`config.mk`:
```
export PLATFORM = sky130hd
export DESIGN_NAME = dispatch_select
export DESIGN_NICKNAME = d
export VERILOG_FILES = /design/src/rtl/dispatch_select.sv
export SDC_FILE = /design/constraint.sdc
export NUM_CORES = 1
export LEC_CHECK = 0
export BUFFER_PORTS_ARGS = -buffer_cell sky130_fd_sc_hd__buf_2
export CAP_MARGIN = 30
export CORE_MARGIN = 3
export CORE_UTILIZATION = 40
export DETAILED_ROUTE_END_ITERATION = 6
export GPL_TIMING_DRIVEN = 0
export PLACE_DENSITY = 0.83
export SETUP_SLACK_MARGIN = 0.1
export SLEW_MARGIN = 20
export SYNTH_ARGS = -nofsm -noshare
export SYNTH_HDL_FRONTEND = slang
export SYNTH_SLANG_ARGS = --single-unit
```
`constraint.sdc`:
```
create_clock -name vclk -period 5.3
set_clock_uncertainty 0.05 [all_clocks]
set_input_delay 0.53 -clock vclk [all_inputs]
set_output_delay 0.53 -clock vclk [all_outputs]
set_load 0.01 [all_outputs]
```
`src/rtl/dispatch_select.sv`:
```
module dispatch_select #(
  parameter int SLOTS    = 3,
  parameter int DISP_MAX = 3,
  parameter int GEN_CAP  = 3,
  parameter int FP_CAP   = 1,
  parameter int VEC_CAP  = 2,
  parameter int FREE_W   = 5,
  localparam int CNT_W   = $clog2(SLOTS + 1)
) (
  input  logic [SLOTS-1:0]   slot_valid,
  input  logic [2*SLOTS-1:0] slot_class,
  input  logic [FREE_W-1:0]  gen_free,
  input  logic [FREE_W-1:0]  fp_free,
  input  logic [FREE_W-1:0]  vec_free,
  input  logic [FREE_W-1:0]  cq_free,
  output logic [SLOTS-1:0]   disp_en,
  output logic [2*SLOTS-1:0] disp_dest,
  output logic [CNT_W-1:0]   disp_count
);

  localparam int AW = FREE_W + 1;
  localparam logic [AW-1:0] ONE     = AW'(1);
  localparam logic [AW-1:0] LIM_ALL = AW'(DISP_MAX);
  localparam logic [AW-1:0] LIM_GEN = AW'(GEN_CAP);
  localparam logic [AW-1:0] LIM_FP  = AW'(FP_CAP);
  localparam logic [AW-1:0] LIM_VEC = AW'(VEC_CAP);

  logic [AW-1:0] n_all, n_gen, n_fp, n_vec;
  logic          go, room;
  logic [1:0]    cls;

  always_comb begin
    n_all = '0; n_gen = '0; n_fp = '0; n_vec = '0;
    go = 1'b1; room = 1'b0; cls = 2'b00;
    disp_en = '0;
    disp_dest = '0;
    for (int k = 0; k < SLOTS; k++) begin
      cls = slot_class[2*k +: 2];
      case (cls)
        2'b00:   room = (n_gen < LIM_GEN) && (n_gen < {1'b0, gen_free});
        2'b01:   room = (n_fp  < LIM_FP)  && (n_fp  < {1'b0, fp_free});
        2'b10:   room = (n_vec < LIM_VEC) && (n_vec < {1'b0, vec_free});
        default: room = 1'b1;
      endcase
      go = go && slot_valid[k] && room &&
           (n_all < {1'b0, cq_free}) && (n_all < LIM_ALL);
      disp_en[k] = go;
      if (go) begin
        disp_dest[2*k +: 2] = cls;
        n_all = n_all + ONE;
        case (cls)
          2'b00:   n_gen = n_gen + ONE;
          2'b01:   n_fp  = n_fp  + ONE;
          2'b10:   n_vec = n_vec + ONE;
          default: ;
        endcase
      end
    end
  end

  assign disp_count = n_all[CNT_W-1:0];

endmodule

```
; ---- Yosys cells after proc, flatten, opt, wreduce, memory -nomap -nowiden
; Index checks and enable logic that the tools add are counted.
[totals]
ff_bits = 0
wordCells = 71
output_inout_bits = 11
in_bits = 29
[op_classes]
n_reduce_logical = 19
magnitude_cmp = 20
addsub = 5
muxes = 21
n_eq_ne = 6
[op_table]
columns = op, count
row1 = 6-bit by 5-bit less-than comparator with 1-bit output, 8
row2 = 6-bit two-way mux, 7
row3 = "6-bit by 2-bit less-than comparator with 1-bit output, second input constant", 6
row4 = "6-bit by 1-bit adder with 6-bit output, second input constant", 4
row5 = "1-bit by 5-bit less-than comparator with 1-bit output, first input constant", 4
row6 = 1-bit logical AND, 16
row7 = "6-bit by 1-bit less-than comparator with 1-bit output, second input constant", 2
row8 = 1-bit one-hot mux with 3 select lines, 3
row9 = 2-bit two-way mux, 4
row10 = 1-bit two-way mux, 7
row11 = "2-bit by 1-bit == test with 1-bit output, second input constant", 3
row12 = "2-bit == test, second input constant", 3
row13 = 2-bit logical NOT, 3
row14 = "2-bit by 1-bit adder with 2-bit output, second input constant", 1

; ---- Logic depth before layout (Yosys ltp)
; Gate-level depths: netlist of the first run.
[logic_depth]
ltp_word = 19
mapped_depth = 14
depth_no_buf = 14

; ---- Worst setup path after synthesis of the first run
; OpenSTA, ideal clock, no wires.
[synth_timing]
path_type = input to output
from = input cq_free[3]
to = output disp_count[1]
arrival_time_ns = 3.442
setup_slack_ns = 1.278
required_ns = 4.720
n_path_buf = 0
cell_stages = 14
path_cell_list = or4_4 -> o21ai_0 -> nor3_1 -> and2_1 -> nor2b_1 -> ha_1 -> and2_2 -> ha_1 -> a21oi_1 -> nor4_1 -> o211ai_1 -> nand4_1 -> a41oi_4 -> mux2i_1
[synth_between]
elab_chain_cells = 17
word_cells_on_any_way = 51
cone_classes = add/sub (5) / order compare (17) / mux (14) / reduce/logical (15)
[synth_rtl]
columns = item, line_no
row1 = "start, declared", 15  ; input logic [FREE_W-1:0] cq_free,
row2 = 1-bit by 5-bit less-than comparator with 1-bit output (*), 46  ; (n_all < {1'b0, cq_free}) && (n_all < LIM_ALL);
row3 = 1-bit logical AND (*), 45  ; go = go && slot_valid[k] && room &&
row4 = named net disp_en[0], 16  ; output logic [SLOTS-1:0] disp_en,
row5 = 1-bit two-way mux, 48  ; if (go) begin
row6 = 6-bit by 2-bit less-than comparator with 1-bit output (tied with other cells), 42  ; 2'b10: room = (n_vec < LIM_VEC) && (n_vec < {1'b0, vec_free});
row7 = "1-bit logical AND, on equally long branches", "42, 40, 41"
row8 = 1-bit one-hot mux with 3 select lines, 39  ; case (cls)
row9 = 1-bit logical AND (2 in series), 45
row10 = 1-bit logical AND, 46
row11 = 6-bit two-way mux, 48
row12 = 6-bit by 2-bit less-than comparator with 1-bit output (tied with other cells), 42
row13 = "1-bit logical AND, on equally long branches", "42, 40, 41"
row14 = 1-bit one-hot mux with 3 select lines, 39
row15 = 1-bit logical AND (2 in series), 45
row16 = 1-bit logical AND (*), 46
row17 = named net go, 29  ; logic go, room;
row18 = 2-bit two-way mux (*), 48
row19 = "end, declared", 18  ; output logic [CNT_W-1:0] disp_count
; Mark *: on every way through the listed nets, which the timed path passes. The rest lies on a longest branch.

; ---- Worst setup path in the final report of the first run
[layout_timing]
from = input fp_free[3]
to = output disp_count[1]
[layout_between]
elab_chain_cells = 19
word_cells_on_any_way = 53
cone_classes = add/sub (5) / order compare (17) / mux (15) / reduce/logical (16)
[layout_rtl]
columns = item, line_no
row1 = "start, declared", 13  ; input logic [FREE_W-1:0] fp_free,
row2 = 1-bit by 5-bit less-than comparator with 1-bit output, 41  ; 2'b01: room = (n_fp < LIM_FP) && (n_fp < {1'b0, fp_free});
row3 = 1-bit one-hot mux with 3 select lines, 39
row4 = 1-bit logical AND (2 in series), 45
row5 = 1-bit two-way mux, 48
row6 = 6-bit by 2-bit less-than comparator with 1-bit output (tied with other cells), 42
row7 = "1-bit logical AND, on equally long branches", "42, 40, 41"
row8 = 1-bit one-hot mux with 3 select lines, 39
row9 = 1-bit logical AND (2 in series), 45
row10 = 1-bit logical AND, 46
row11 = 6-bit two-way mux, 48
row12 = 6-bit by 2-bit less-than comparator with 1-bit output (tied with other cells), 42
row13 = "1-bit logical AND, on equally long branches", "42, 40, 41"
row14 = 1-bit one-hot mux with 3 select lines, 39
row15 = 1-bit logical AND (2 in series), 45
row16 = 1-bit logical AND (*), 46
row17 = named net go, 29
row18 = 2-bit two-way mux (*), 48
; Marks and branches as above.

==> key figures, run 1 <==
Status
  • Outcome: complete, no violations

Worst setup path
  • CP Data Required Time: 4.72 ns
  • Critical Path End Type: output port
  • Startpoint Class: input pin
  • Setup Crit Path Kind: in -> out
  • Worst EP arrival: 3.78 ns
  • CP startpoint: fp_free[3]
  • Worst-path maximum fanout: 5

Global routing
  • All-Layer GR Usage: 0.167
  • Largest net degree at the start of global routing: 12
  • First-pass GRT wire length: 2780 µm
  • Initial antenna violation count: 0
  • Vias in the first global route: 697
  • Gr ovfl total: 0

Floorplanning
  • Initial Utilization: 0.462
  • Die Width: 46.4 µm
  • Core area: 1420 µm²
  • Die Ht: 46.4 µm
  • Rows: 13
  • Die area: 2160 µm²
  • I/O pin total: 40

Timing
  • RSZ-0062 raised after global routing: false
  • Setup-failing EPs final: 0
  • Final min period: 4.36 ns
  • Final TNS setup: 0 ns
  • Max Freq: 0.229 GHz
  • Fin. max-slew vios: 0
  • Part of the cycle the worst path needs: 0.822
  • Final hold vios: 0
  • Slew HR: 0.610
  • Worst slew pin tran: 0.580 ns

Layout
  • Fillers: 147
  • Area of the multi-input gates: 598 µm²
  • Register Area: 0 µm²
  • Commonest non-fill, non-tap cells in the layout: buf_2, inv_1, ha_1, nor2_1, and2_2
  • Final non-filler cell total: 142
  • Proportion of layout cells with a drive suffix above 1: 0.457
  • Sequential cell count: 0
  • Ant diodes: 0
  • Area Growth Syn to Fin: 33.5%
  • Clk_buf instances: 0
  • Nets: around 170
  • Commonest non-fill, non-tap cell in the layout: buf_2

Clocking
  • Post-CTS Hold Buffers: 0
  • Post-CTS setup buffers: 0
  • Cts repair resizes: 0

Route
  • Number of routed nets with antenna violations: 0
  • DRC viols: 0
  • Vias: 791
  • Drt initial violations: 14
  • Routed wire length: around 1700 µm
  • Avg Vias per Cell: 5.57
  • Drt pass-1 iters: 4
  • WL/cell: 12.2 µm

Yosys
  • Netlist Area Pre-Place: 654 µm²
  • Syn. warnings: 0
  • Dominant cell type by area after synthesis: ha_1
  • Area contributors post-synth: ha_1, and2_2, inv_1, or4_4, nor2_1
  • Synth cell types: 37
  • Sequential area share after synthesis: 0
  • Syn Inst Count: 87
  • Syn_area_per_cell: about 7.5 µm²
  • Yosys top cell area share: 0.172
  • Synth Net Count: 125

Flow run
  • MaxCap Viol Count: 0

Power and ir drop
  • Cell Pwr Density: 64.7 nW/µm²
  • Maximum vdd drop: between 0.03 and 0.04 mV
  • Static leakage: 0.441 nW

Hold path
  • Critical hold path startpoint: slot_class[4]
  • Min-Delay Path Class: in -> out

Placement
  • Inst Count DP: 142
  • Buffers on Ports: 40
  • DP HPWL: 1540 µm
  • Routability Congestion: ~0.81
==> report_power, final <==
group          internal [mW]  total (mW)  switching, mW
Sequential                 0           0              0
Combinational         0.0270      0.0565         0.0295
Clock                      0           0              0
==> worst max-delay path: stages <==
cell and delay [ns]:
buf_2 0.09, or3_4 0.38, nor4_1 0.40, nor3_1 0.22, and2_1 0.22, nor2b_1 0.13, ha_1 0.19, and2_2 0.17
ha_1 0.27, a21oi_1 0.13, nor4_1 0.06, o211ai_1 0.15, nand4_1 0.21, a41oi_4 0.27, mux2i_1 0.20, buf_2 0.15
==> final timing paths <==
check / endpoint / slack (ns) / depth (start not counted)
max: disp_count[1] / 0.94 / 16
min: disp_dest[4] / 1.39 / 4
==> cells in the mapped netlist (3+ instances only) <==
master	n
a21oi_1	3
and2_2	6
ha_1	9
inv_1	10
nand2b_1	3
nor2_1	8
nor2b_1	3
nor3_1	4
nor4_1	4
o211ai_1	4
or4_4	3
==> layout make-up <==
type / instances / area share
repair buffers: 40 / 0.229
multi-input cells: 75 / 0.685
well taps: 15 / 0.0215
inverters: 10 / 0.0430
plain buffers: 2 / 0.0215
==> kinds of logic after synthesis <==
logic type	Yosys count	synth area share
AND/OR/NAND/NOR	43	0.430
AO/OA/AOI/OAI	20	0.268
buffers and inverters	12	0.0861
adder cells (fa/ha/maj)	9	0.172
multiplexers	2	0.0306
XOR/XNOR	1	0.0134
==> layer usage <==
| layer | GRT usage | vias up | share of wire |
|---|---|---|---|
| li1 | - | 413 | - |
| met1 | 0.227 | 349 | 0.46 |
| met2 | 0.305 | 29 | 0.45 |
| met3 | 0.00391 | 0 | 0.084 |
| met4 | 0 | 0 | 0 |
| met5 | 0 | - | 0 |
==> through the flow <==
stage | setup WS (ns) | hold WS, ns | utilization | area (µm²) | total power, mW
5_1_grt | 0.699 | 1.41 | 0.617 | 873 | 0.0630
2_1_floorplan | 1.28 | 1.12 | - | 654 | 0.0315
6_report | 0.941 | 1.39 | 0.617 | 873 | 0.0565
4_1_cts | 0.945 | 1.39 | 0.617 | 873 | 0.0567
3_5_place_dp | 0.949 | 1.39 | 0.617 | 873 | 0.0566
3_3_place_gp | 1.00 | 1.39 | 0.617 | 873 | 0.0549
No activity file was read; power rests on OpenSTA's default activity.
==> run 2: changes to the inputs <==
--- a/config.mk
+++ b/config.mk
@@ -11,7 +11,7 @@
 export CORE_UTILIZATION = 40
 export DETAILED_ROUTE_END_ITERATION = 6
 export GPL_TIMING_DRIVEN = 0
-export PLACE_DENSITY = 0.83
+export PLACE_DENSITY = 0.86
 export SETUP_SLACK_MARGIN = 0.1
 export SLEW_MARGIN = 20
 export SYNTH_ARGS = -nofsm -noshare
==> constraint.sdc (replaced) <==
create_clock -name vclk -period 3.67
set_clock_uncertainty 0.05 [all_clocks]
set_input_delay 0.367 -clock vclk [all_inputs]
set_output_delay 0.367 -clock vclk [all_outputs]
set_load 0.01 [all_outputs]
==> run 2 against run 1 <==
Against the previous run: the flow now finishes with violations (setup timing); power increased by 110%; hold slack worse by 0.31 ns; combinational power grew 110%; count of clock-buffer cells in the layout stayed put; flip-flop and latch count unchanged; setup slack lost 1.1 ns; first-iteration DRC count rose by 110%; critical path depth shrank 1; critical endpoint unchanged; largest power group unchanged; highest routed layer is now met4.
==> key figures, run 2 (synthesis results as in run 1) <==
Timing
  • Final min period: 3.87 ns
  • Max Freq: 0.258 GHz
  • Worst slew pin tran: 0.418 ns (-0.162 ns)
  • Setup WS post-layout: -0.200 ns (-1.14 ns)
  • Final hold vios: 0 (unchanged)
  • Fin. max-slew vios: 0 (unchanged)
  • Slew HR: 0.717 (+0.107)
  • Part of the cycle the worst path needs: 1.05
  • Min Hold Slack: 1.08 ns (-0.314 ns)
  • RSZ-0062 raised after global routing: true
  • Setup-failing EPs final: 5 (+5)
  • Final TNS setup: -0.562 ns (-0.562 ns)

Status
  • Failing checks: setup timing
  • Outcome: finished, violations left

Worst setup path
  • Startpoint Class: input pin
  • CP Data Required Time: 3.25 ns (-1.47 ns)
  • CP peak stage delay: 0.58 ns (+0.18 ns)
  • Crit path max-delay family: compound AO/OA/AOI/OAI gates
  • Setup Crit Path Kind: in -> out
  • Bufs and invs on worst path: 3 (+1)
  • Worst path slowest cell: or4_4
  • Critical path cell sequence: buf_2, or4_4, o211ai_1, a32oi_2, a21boi_2, buf_6, and2_4, ha_4, a21oi_1, o21ai_1, nor3_1, mux2i_2, a41oi_4, mux2i_2, buf_2
  • Critical Path End Type: output port
  • Stages on worst setup path: 15 (-1)
  • Worst EP arrival: 3.45 ns (-0.33 ns)
  • Worst-path maximum fanout: 7 (+2)

Layout
  • Register Area: 0 µm² (unchanged)
  • Proportion of layout cells with a drive suffix above 1: 0.650 (+0.193)
  • Final non-filler cell total: 155 (+9.2%)
  • Commonest non-fill, non-tap cell in the layout: buf_2
  • Ant diodes: 0 (unchanged)
  • Nets: 180 (+7.8%)
  • Design area: 1140 µm² (+31%)
  • Sequential cell count: 0 (unchanged)
  • Post-layout util: 0.806 (+0.189)
  • Commonest non-fill, non-tap cells in the layout: buf_2, buf_4, inv_1, nor2_1, buf_6
  • Clk_buf instances: 0 (unchanged)
  • Area Growth Syn to Fin: 74.4%

Route
  • Routed wire length: 2630 µm (+52%)
  • Drt initial violations: 30 (+16)
  • DR top layer: met4
  • Number of routed nets with antenna violations: 0 (unchanged)
  • Met1 wire length: 1020 µm (+27%)
  • Drt pass-1 iters: 4 (unchanged)
  • Metal2 WL: 1350 µm (+71%)
  • Vias: 928 (+17%)
  • Metal3 WL: 205 µm (+41%)
  • WL/cell: 16.9 µm (+39%)
  • Avg Vias per Cell: 5.99 (+7.5%)
  • DRC viols: 0 (unchanged)

Floorplanning
  • Die Width: 46.4 µm (unchanged)
  • I/O pin total: 40 (unchanged)
  • Die area: 2160 µm² (unchanged)
  • Core area: 1420 µm² (unchanged)
  • Rows: 13 (unchanged)
  • Initial Utilization: 0.462 (unchanged)
  • Die Ht: 46.4 µm (unchanged)

Hold path
  • Hold path depth: 4 (unchanged)
  • Critical hold path startpoint: slot_class[4]
  • WHS Endpoint: disp_dest[4]
  • Min-Delay Path Class: in -> out

Global routing
  • Vias in the first global route: 910 (+31%)
  • First-pass GRT wire length: 3890 µm (+40%)
  • Initial antenna violation count: 0 (unchanged)
  • Gr ovfl total: 0 (unchanged)
  • Largest net degree at the start of global routing: 10 (-2)
  • All-Layer GR Usage: 0.243 (+0.0759)

Placement
  • Buffers on Ports: 40 (unchanged)
  • Setup WS pre-CTS: -0.274 ns (-1.22 ns)
  • DP HPWL: 1660 µm (+7.8%)
  • Routability Congestion: 0.791 (-2.5%)
  • Inst Count DP: 142 (unchanged)
  • Dpl cell area: 901 µm² (+3.2%)

Clocking
  • Post-CTS Hold Buffers: 0 (unchanged)

Power and ir drop
  • Power, Total: 118 µW (+110%)
  • Maximum vdd drop: 0.0630 mV (+88%)
  • Cell Pwr Density: 103 nW/µm² (+60%)
  • Static leakage: 0.533 nW (+21%)

Flow run
  • MaxCap Viol Count: 0 (unchanged)
## run 2: cell types whose count changed in the layout (fill, tap and decap cells not counted), sizes merged
| cell | before | now |
|---|---|---|
| buf | 42 | 55 |
## run 2: power breakdown
group / switching (mW) / leakage (nW) / internal, mW
logic: 0.0589 / 0.533 / 0.0591
registers: 0 / 0 / 0
clock network: 0 / 0 / 0
total: 0.0589 / 0.533 / 0.0591
## run 2: how the worst max path moves through the flow
stage	startpoint	to	slack (ns)
6_report	cq_free[3]	disp_count[1]	-0.20
5_1_grt	cq_free[3]	disp_count[1]	-0.33
4_1_cts	fp_free[3]	disp_count[1]	-0.09
3_5_place_dp	vec_free[3]	disp_count[1]	-0.27
3_3_place_gp	vec_free[3]	disp_count[1]	-0.20
2_1_floorplan	vec_free[3]	disp_count[1]	0.12
## run 2: repair_timing
item / 4_1_cts / 5_1_grt
gates cloned: 0 / 0
setup endpoints to repair: 5 / 5
pin swaps: 13 / 7
buffers inserted: 10 / 3
gates resized for setup: 20 / 7
## run 2: layout make-up
type	instances	area [µm²]
well taps	15	18.8
inverters	10	37.5
plain buffers	2	18.8
multi-input cells	75	751
repair buffers	53	315
fillers	93	274
## run 2: routing by layer
metal,up-vias,GRT usage
met2,56,0.462
met3,9,0.0156
met5,-,0
met1,426,0.290
met4,0,0.0511
li1,437,-
